**config.mk**
```make
export PLATFORM = sky130hd
export DESIGN_NAME = lmr_xlate_top
export DESIGN_NICKNAME = d
export VERILOG_FILES = /design/src/rtl/lmr_pkg.sv /design/src/rtl/lmr_cfg_regs.sv /design/src/rtl/lmr_window_calc.sv /design/src/rtl/lmr_out_stage.sv /design/src/rtl/lmr_xlate_top.sv
export SDC_FILE = /design/constraint.sdc
export NUM_CORES = 1
export LEC_CHECK = 0
export CAP_MARGIN = 5
export CORE_MARGIN = 1.5
export CORE_UTILIZATION = 45
export DETAILED_ROUTE_END_ITERATION = 8
export DONT_BUFFER_PORTS = 1
export PLACE_DENSITY_LB_ADDON = 0.1
export SYNTH_ARGS = -nofsm -noshare
export SYNTH_HDL_FRONTEND = slang
export SYNTH_SLANG_ARGS = --single-unit
```
**constraint.sdc**
```tcl
create_clock -name clk -period 8.35 [get_ports clk]
set_input_delay 2.505 -clock clk [delete_from_list [all_inputs] [get_ports clk]]
set_output_delay 2.505 -clock clk [all_outputs]
set_load 0.01 [all_outputs]
```
**src/rtl/lmr_pkg.sv**
```systemverilog
package lmr_pkg;
  localparam int unsigned PAGE_W     = 32;
  localparam int unsigned CFG_W      = 16;
  localparam int unsigned SEL_W      = 2;
  localparam int unsigned TOLM_SHIFT = 4;
  localparam int unsigned WIN_SHIFT  = 14;
  localparam logic [PAGE_W-1:0] HIGH_START = 32'h0010_0000;

  typedef enum logic [SEL_W-1:0] {
    SEL_TOLM  = 2'd0,
    SEL_BASE  = 2'd1,
    SEL_LIMIT = 2'd2,
    SEL_NONE  = 2'd3
  } cfg_sel_e;

  typedef struct packed {
    logic [PAGE_W-1:0] page;
    logic              err;
  } xlate_res_t;
endpackage

```
**src/rtl/lmr_cfg_regs.sv**
```systemverilog
module lmr_cfg_regs
  import lmr_pkg::*;
#(
  parameter int unsigned CW = CFG_W,
  parameter int unsigned PW = PAGE_W,
  parameter int unsigned LO_SHIFT = TOLM_SHIFT,
  parameter int unsigned HI_SHIFT = WIN_SHIFT
) (
  input  logic          clk,
  input  logic          rst,
  input  logic          we,
  input  logic [1:0]    sel,
  input  logic [CW-1:0] wdata,
  output logic [PW-1:0] tolm_pages,
  output logic [PW-1:0] base_pages,
  output logic [PW-1:0] limit_pages
);
  localparam int unsigned NREG = 3;
  localparam int unsigned PAD_LO = PW - CW - LO_SHIFT;
  localparam int unsigned PAD_HI = PW - CW - HI_SHIFT;

  logic [CW-1:0] regs_q [NREG];

  for (genvar i = 0; i < NREG; i++) begin : g_reg
    always_ff @(posedge clk) begin
      if (rst) begin
        regs_q[i] <= '0;
      end else if (we && (sel == SEL_W'(i))) begin
        regs_q[i] <= wdata;
      end
    end
  end

  assign tolm_pages  = {{PAD_LO{1'b0}}, regs_q[SEL_TOLM],  {LO_SHIFT{1'b0}}};
  assign base_pages  = {{PAD_HI{1'b0}}, regs_q[SEL_BASE],  {HI_SHIFT{1'b0}}};
  assign limit_pages = {{PAD_HI{1'b0}}, regs_q[SEL_LIMIT], {HI_SHIFT{1'b0}}};
endmodule

```
**src/rtl/lmr_window_calc.sv**
```systemverilog
module lmr_window_calc
  import lmr_pkg::*;
#(
  parameter int unsigned PW = PAGE_W,
  parameter logic [PW-1:0] HIGH_FLOOR = HIGH_START
) (
  input  logic [PW-1:0] page,
  input  logic [PW-1:0] tolm_pages,
  input  logic [PW-1:0] base_pages,
  input  logic [PW-1:0] limit_pages,
  output logic [PW-1:0] res_page,
  output logic          res_err
);
  logic          below_tolm;
  logic          in_high_band;
  logic [PW-1:0] moved;
  logic          moved_ok;

  always_comb begin
    below_tolm   = page < tolm_pages;
    in_high_band = (page >= HIGH_FLOOR) && (page < base_pages);
    moved        = (page - tolm_pages) + base_pages;
    moved_ok     = moved < limit_pages;
    if (below_tolm || in_high_band) begin
      res_page = page;
      res_err  = 1'b0;
    end else if (moved_ok) begin
      res_page = moved;
      res_err  = 1'b0;
    end else begin
      res_page = tolm_pages - PW'(1);
      res_err  = 1'b1;
    end
  end
endmodule

```
**src/rtl/lmr_out_stage.sv**
```systemverilog
module lmr_out_stage
  import lmr_pkg::*;
#(
  parameter int unsigned PW = PAGE_W
) (
  input  logic          clk,
  input  logic          rst,
  input  logic          vld_in,
  input  logic [PW-1:0] page_in,
  input  logic          err_in,
  output logic          vld_out,
  output logic [PW-1:0] page_out,
  output logic          err_out
);
  always_ff @(posedge clk) begin
    if (rst) begin
      vld_out  <= 1'b0;
      page_out <= '0;
      err_out  <= 1'b0;
    end else begin
      vld_out <= vld_in;
      err_out <= vld_in & err_in;
      if (vld_in) begin
        page_out <= page_in;
      end
    end
  end
endmodule

```
**src/rtl/lmr_xlate_top.sv**
```systemverilog
module lmr_xlate_top
  import lmr_pkg::*;
#(
  parameter int unsigned PW = PAGE_W,
  parameter int unsigned CW = CFG_W
) (
  input  logic          clk,
  input  logic          rst,
  input  logic          cfg_we,
  input  logic [1:0]    cfg_sel,
  input  logic [CW-1:0] cfg_wdata,
  input  logic          in_valid,
  input  logic [PW-1:0] in_page,
  output logic          out_valid,
  output logic [PW-1:0] out_page,
  output logic          out_err
);
  logic [PW-1:0] tolm_pages;
  logic [PW-1:0] base_pages;
  logic [PW-1:0] limit_pages;
  logic [PW-1:0] calc_page;
  logic          calc_err;

  lmr_cfg_regs #(.CW(CW), .PW(PW)) u_cfg (
    .clk        (clk),
    .rst        (rst),
    .we         (cfg_we),
    .sel        (cfg_sel),
    .wdata      (cfg_wdata),
    .tolm_pages (tolm_pages),
    .base_pages (base_pages),
    .limit_pages(limit_pages)
  );

  lmr_window_calc #(.PW(PW)) u_calc (
    .page       (in_page),
    .tolm_pages (tolm_pages),
    .base_pages (base_pages),
    .limit_pages(limit_pages),
    .res_page   (calc_page),
    .res_err    (calc_err)
  );

  lmr_out_stage #(.PW(PW)) u_out (
    .clk     (clk),
    .rst     (rst),
    .vld_in  (in_valid),
    .page_in (calc_page),
    .err_in  (calc_err),
    .vld_out (out_valid),
    .page_out(out_page),
    .err_out (out_err)
  );
endmodule

```
==> flow_summary.toml, run 1 <==
[outcome]
status = "completed"

[critical_path]
crit_start = "in_page[17]"
worst_ep_arrival_time_ns = 8.03
timing.critical_path.slowest_cell_delay_ns = 0.54
worstSetupStartpointType = "input pin"
crit_path_frequent_cell = "sky130_fd_sc_hd__a21oi_1"
timing.critical_path.to_type = "register"
r2r_setup_slack_ns = 2.12
path_cells = "inv_1 -> fa_1 -> inv_1 -> ha_1 -> a21oi_1 -> o21ai_0 -> o21bai_1 -> a31oi_2 -> o21bai_1 -> a41oi_1 -> mux2i_1 -> nand3_1 -> ha_1 -> nand4_1 -> or3_1 -> or3_1 -> a21oi_1 -> a31oi_1 -> nand2_1 -> nand4b_2 -> buf_4 -> mux2i_1 -> a21oi_1"
worstSetupPathType = "in -> reg"
critical_path.top_delay_family = "compound AO/OA/AOI/OAI gates"
r2r_start = "u_cfg.regs_q[0][2]"
reg2reg_depth = 23
critical_path.n_buffers_inverters = 3
timing.critical_path.depth = 23
r2r_end = "u_out.page_out[18]"
worstPathMaxFanout = 14
cp-endpoint = "u_out.page_out[18]"
worst_path_max_delay_cell = "sky130_fd_sc_hd__fa_1"
worst_path_required_ns = 8.57

[synthesis]
avgSynthCellArea_um2 = 8.93
synth-edff-count = 48
yosys-top-cells-area = "sky130_fd_sc_hd__edfxtp_1 20%, sky130_fd_sc_hd__ha_1 16%, sky130_fd_sc_hd__dfxtp_1 9.5%"
yosysWarnings = 0
leading_cell_type_by_number_of_instances_after_synthesis = "sky130_fd_sc_hd__inv_1"
post_synth_top_flop = "sky130_fd_sc_hd__edfxtp_1"
yosys-top-cells-count = "116 x sky130_fd_sc_hd__inv_1, 91 x sky130_fd_sc_hd__ha_1, 52 x sky130_fd_sc_hd__and2_1, 51 x sky130_fd_sc_hd__nor2_1, 48 x sky130_fd_sc_hd__edfxtp_1"
synth-seq-cells = 82
area_of_the_mapped_netlist_um2 = 7150
ys_async_rst_share_pct = 0
yosys.area.top_type_share_pct = 20.2
synth_cells = 800
synth_largest_area_cell = "sky130_fd_sc_hd__edfxtp_1"
synth_seq_area_share_pct = 29.7
synth.lib_cells_used.distinct = 73
syn_nets = 955

[detailed_routing]
initialDrtViolationCount = 436
drtAntennaViolNets = 0
detail_route.drc_violations = 0
met1_length_um = 9630
detailroute.via_count = 5651
top_signal_layer_used = "met4"
route.met3.wl_um = 1520
detailroute.wirelength.met2_um = 8780
first_pass_iters = 5
wl_per_cell_um = 20.1
route.detailed.vias_per_inst = 5.61
post_route_wl_um = 20200

[floorplan]
floorplan.initialDensity_pct = 46.5
floorplan.rows = 45
coreArea_um2 = 15400
chipHeight_um = 129
design.die.area_um2 = 16600
io_pins = 88
die_w_um = 129

[sta]
min_period_over_period_pct = 93.5
fmax_ghz = 0.128
period_needed_ns = 7.81
setup_tns_ns = 0
final_hold_vio_count = 0
fin_worst_skew_ns = 0.00983
setup_ws_ns = 0.541
setup-violations-final = 0
timing.hold.ws_ns = 0.516
max_slew_margin_pct = 30.6
worst_pin_slew_ns = 1.04
rsz0062_at_grt = "false"
finalMaxSlewViolations = 0

[clock_tree]
path_clk_slew_ns = 0.06
max-clock-path-buffers = 2
postCtsHoldBufs = 0
clk_root_buffer_cell = "sky130_fd_sc_hd__clkbuf_16"
count_of_buffers_added_by_post_cts_timing_repair_for_setup = 0
clk-insertion-delay-late_ns = 0.36
clock_tree_from_tritoncts = "done"
post_cts_resized = 0
total_clock_buffers_created_by_cts = 9
htree_num_levels = 3
tritoncts_sinks = 82

[layout]
area_growth_synth_to_finish_pct = 6.69
net_total_in_the_final_layout = 946
ant_diodes = 0
drive_gt1_share_pct = 5.28

[placement]
port_buffers = 0
gpl_wtd_cong = 0.889
dp.final_hpwl_um = 16400
dp_slack_ns = 0.252

[job]
maxCapViolCount = 0

[global_routing]
global_route_overflow = 0
via_count_of_the_first_global_routing_pass = 5619
grt_max_degree = 45
initial_antenna_violation_count = 0
grt_pass1_wl_um = 31300
globalRouteTotalUtil_pct = 25.3

[worst_hold_path]
hold_path.class = "reg -> reg"
min_path_cells = 2

[power]
fin_total_pwr_w = 0.00148
power.leakage_nw = 3.46
power_density_nw_per_um2 = 194
vdd_drop_max_mv = 0.102
-- final cells by class --
type                            instances  area, um2
Clock buffer                            9        225
Clock inverter                          7       53.8
Fill cell                            1476       7750
Inverter                              117        439
Multi-Input combinational cell        577       4490
Sequential cell                        82       2120
Tap cell                              211        264
Timing Repair Buffer                    4       30.0
-- power by group --
group          total [W]  internal (W)  switching [W]
clock network   0.000385      0.000204       0.000181
logic           0.000593      0.000247       0.000346
registers       0.000502      0.000465      0.0000365
-- layout by cell type, fill, tap and decap left out, types with 10 or more instances in the layout --
| master | count |
|---|---|
| sky130_fd_sc_hd__a21oi_1 | 40 |
| sky130_fd_sc_hd__xnor2_1 | 29 |
| sky130_fd_sc_hd__nand2_1 | 42 |
| sky130_fd_sc_hd__nand2b_1 | 11 |
| sky130_fd_sc_hd__mux2i_1 | 20 |
| sky130_fd_sc_hd__ha_1 | 91 |
| sky130_fd_sc_hd__dfxtp_1 | 34 |
| sky130_fd_sc_hd__inv_1 | 116 |
| sky130_fd_sc_hd__nor3_1 | 14 |
| sky130_fd_sc_hd__a21o_1 | 27 |
| sky130_fd_sc_hd__edfxtp_1 | 48 |
| sky130_fd_sc_hd__nor2_1 | 51 |
| sky130_fd_sc_hd__fa_1 | 10 |
| sky130_fd_sc_hd__and2_1 | 52 |
| sky130_fd_sc_hd__o21ai_0 | 29 |
-- metal layers --
layer / track usage [%] / up-vias
li1: - / 2787
met1: 36.3 / 2677
met2: 39.0 / 171
met3: 5.33 / 16
met4: 6.41 / 0
met5: 0 / -
-- flip-flops by register name, summed over array words and instances, names as in the netlist --
signal          count
u_cfg.regs_q       48
u_out.err_out       1
u_out.page_out     32
u_out.vld_out       1
-- tightest hold or removal path: cells and delay by family (launching register included) --
family / cells / cell delay, ns
and+or+nand+nor: 1 / 0.08
DFF: 1 / 0.34
AOI/OAI and AO/OA: 1 / 0.06
-- kinds of logic (layout without fill, tap and decap cells) --
family,count (synthesis),after routing,synth area share [%]
fa+ha+maj,101,101,18.7
flops,82,82,29.7
simple gates,226,226,16.7
mux,22,22,3.12
buf+inv,141,137,7.69
compound gates,191,191,19.5
xor+xnor,37,37,4.54
-- worst min-delay path by stage --
stage / start / end / slack (ns)
2_1_floorplan: u_out.page_out[2] / u_out.page_out[2] / 0.49
6_report: u_out.page_out[3] / u_out.page_out[3] / 0.52
3_5_place_dp: u_out.page_out[3] / u_out.page_out[3] / 0.51
4_1_cts: u_out.page_out[3] / u_out.page_out[3] / 0.52
5_1_grt: u_out.page_out[1] / u_out.page_out[1] / 0.54
3_3_place_gp: u_out.page_out[3] / u_out.page_out[3] / 0.51
-- metrics by stage --
stage / instance area (um2) / cells / utilization [%]
after floorplan: 7150 / 800 / -
after global placement: 7330 / 991 / 47.7
after detailed placement: 7330 / 991 / 47.7
after CTS: 7610 / 1007 / 49.5
after global routing: 7620 / 1007 / 49.6
final: 7620 / 1007 / 49.6
Power figures use the tool's default switching activity.
==> inputs of run 2 (changes only) <==
--- a/config.mk
+++ b/config.mk
@@ -8,9 +8,11 @@
 export CAP_MARGIN = 5
 export CORE_MARGIN = 1.5
 export CORE_UTILIZATION = 45
+export CTS_BUF_LIST = sky130_fd_sc_hd__clkbuf_4
 export DETAILED_ROUTE_END_ITERATION = 8
 export DONT_BUFFER_PORTS = 1
 export PLACE_DENSITY_LB_ADDON = 0.1
+export RECOVER_POWER = 50
 export SYNTH_ARGS = -nofsm -noshare
 export SYNTH_HDL_FRONTEND = slang
 export SYNTH_SLANG_ARGS = --single-unit
==> run 2 against run 1 <==
Compared with the run above:
- sequential cell count unchanged
- clock power down 42%
- global-route usage fell by 0.062 points
- setup slack better by 0.12 ns
- largest power group unchanged
- first-iteration DRC count down 1.6%
- core utilization down 1.1 points
- highest routed layer unchanged
==> flow_summary.toml, run 2 (synthesis results as in run 1) <==
[global_routing]
via_count_of_the_first_global_routing_pass = 5640
grt_max_degree = 45
globalRouteTotalUtil_pct = 25.2
global_route_overflow = 0
initial_antenna_violation_count = 2
grt_pass1_wl_um = 31300

[floorplan]
design.die.area_um2 = 16600
floorplan.rows = 45
chipHeight_um = 129
die_w_um = 129
floorplan.initialDensity_pct = 46.5
io_pins = 88
coreArea_um2 = 15400

[clock_tree]
path_clk_slew_ns = 0.14
count_of_buffers_added_by_post_cts_timing_repair_for_setup = 0
htree_num_levels = 3
post_cts_resized = 0
max-clock-path-buffers = 2
total_clock_buffers_created_by_cts = 9
postCtsHoldBufs = 0
clk_root_buffer_cell = "sky130_fd_sc_hd__clkbuf_4"
clk-insertion-delay-late_ns = 0.48
tritoncts_sinks = 82
clock_tree_from_tritoncts = "done"

[critical_path]
r2r_start = "u_cfg.regs_q[0][1]"
worstSetupStartpointType = "input pin"
r2r_setup_slack_ns = 2.10
reg2reg_depth = 22
crit_path_frequent_cell = "sky130_fd_sc_hd__a21oi_1"
path_cells = "inv_1 -> fa_1 -> inv_1 -> ha_1 -> a21oi_1 -> o21ai_0 -> o21bai_1 -> a31oi_2 -> o21bai_1 -> a41oi_1 -> mux2i_1 -> nand3_1 -> ha_1 -> nand4_1 -> or3_1 -> or3_1 -> a21oi_1 -> a31oi_1 -> nand2_1 -> nand4b_2 -> buf_4 -> mux2i_1 -> a21oi_1"
timing.critical_path.to_type = "register"
worst_path_required_ns = 8.70
worst_ep_arrival_time_ns = 8.04
worst_path_max_delay_cell = "sky130_fd_sc_hd__fa_1"
worstSetupPathType = "in -> reg"
r2r_end = "u_out.page_out[18]"
worstPathMaxFanout = 14
timing.critical_path.slowest_cell_delay_ns = 0.54

[layout]
largest_register_ff_count = 48
layout_commonest_cell = "sky130_fd_sc_hd__inv_1"
net_total_in_the_final_layout = 946
multiInputGateArea_um2 = 4480
mostFrequentLayoutCells = "116 x sky130_fd_sc_hd__inv_1, 91 x sky130_fd_sc_hd__ha_1, 51 x sky130_fd_sc_hd__nor2_1, 48 x sky130_fd_sc_hd__edfxtp_1, 42 x sky130_fd_sc_hd__nand2_1"
register_area_um2 = 2120
register_containing_the_most_flip_flops_in_the_final_layout = "u_cfg.regs_q"
drive_gt1_share_pct = 4.52
largestRegisters = "u_cfg.regs_q: 48 flops, u_out.page_out: 32 flops"
area_growth_synth_to_finish_pct = 4.32
fillers = 1496

[power]
comb_power_share_pct = 44.9
p_sw_share_pct = 41.2
vdd_drop_max_mv = 0.0844
power.leakage_nw = 3.35
switchingPower_w = 0.000543
fin_total_pwr_w = 0.00132
pwr-share-seq_pct = 38.1
internal_power_w = 0.000774
power_density_nw_per_um2 = 177
clock_power_share_pct = 17.1

[placement]
dp.final_hpwl_um = 16400
gpl_wtd_cong = 0.889
port_buffers = 0

[sta]
worst_pin_slew_ns = 1.42
min_period_over_period_pct = 92.1
rsz0062_at_grt = "false"
setup-violations-final = 0
max_slew_margin_pct = 4.68
final_hold_vio_count = 0
finalMaxSlewViolations = 0
period_needed_ns = 7.69
fin_worst_skew_ns = 0.0299
setup_tns_ns = 0
fmax_ghz = 0.130
timing.hold.ws_ns = 0.526

[detailed_routing]
first_pass_iters = 7
wl_per_cell_um = 20.0
initialDrtViolationCount = 429
detailroute.via_count = 5632
drtAntennaViolNets = 0
detail_route.drc_violations = 0
route.detailed.vias_per_inst = 5.59
post_route_wl_um = 20100

[job]
maxCapViolCount = 0

[worst_hold_path]
worstHoldEndpoint = "u_out.page_out[3]"
min_path_cells = 2
hold_path.class = "reg -> reg"
hold_start = "u_out.page_out[3]"

[outcome]
status = "completed"
-- run 2: how the worst max path moves through the flow --
stage	slack, ns	endpoint	from
3_5_place_dp	0.25	u_out.page_out[9]	in_page[5]
3_3_place_gp	0.35	u_out.page_out[26]	in_page[17]
2_1_floorplan	1.35	u_out.page_out[5]	in_page[5]
6_report	0.66	u_out.page_out[18]	in_page[17]
5_1_grt	0.42	u_out.page_out[9]	in_page[5]
4_1_cts	0.75	u_out.page_out[18]	in_page[5]
-- run 2: per-stage QoR --
stage | worst slack, ns | cells | util [%] | instance area [um2]
floorplan | 1.35 | 800 | - | 7150
global placement | 0.347 | 991 | 47.7 | 7330
detailed placement | 0.252 | 991 | 47.7 | 7330
CTS | 0.754 | 1007 | 48.5 | 7460
global route | 0.422 | 1008 | 48.5 | 7450
finish | 0.662 | 1008 | 48.5 | 7450
-- run 2: cell type report --
class	instances	area share, %
multi-input cells	577	60.1
flip-flops and latches	82	28.5
inverters	117	5.89
well taps	211	3.54
clock buffers	9	0.906
clock inverters	7	0.722
repair buffers	4	0.352
diodes	1	0.0336
-- run 2: layer usage --
layer | track usage [%] | share of wire, % | up-vias
li1 | - | - | 2787
met1 | 36.1 | 48 | 2658
met2 | 39.3 | 44 | 171
met3 | 5.33 | 7.1 | 16
met4 | 5.75 | 1.1 | 0
met5 | 0 | 0 | -
-- run 2: worst max-delay path: cells and delay by family --
kind	cells	cell delay [ns]
and+or+nand+nor	6	1.48
adders and majority gates	3	1.26
AOI/OAI and AO/OA	9	1.81
muxes	2	0.55
buffers and inverters	3	0.41
-- run 2: power by group through the flow --
stage / clock, W / combinational (W) / sequential [W]
detailed placement: 0 / 0.000583 / 0.000511
finish: 0.000225 / 0.000591 / 0.000501
global route: 0.000246 / 0.000658 / 0.000507
floorplan: 0 / 0.000458 / 0.000498
CTS: 0.000225 / 0.000587 / 0.000501
global placement: 0 / 0.000577 / 0.000510
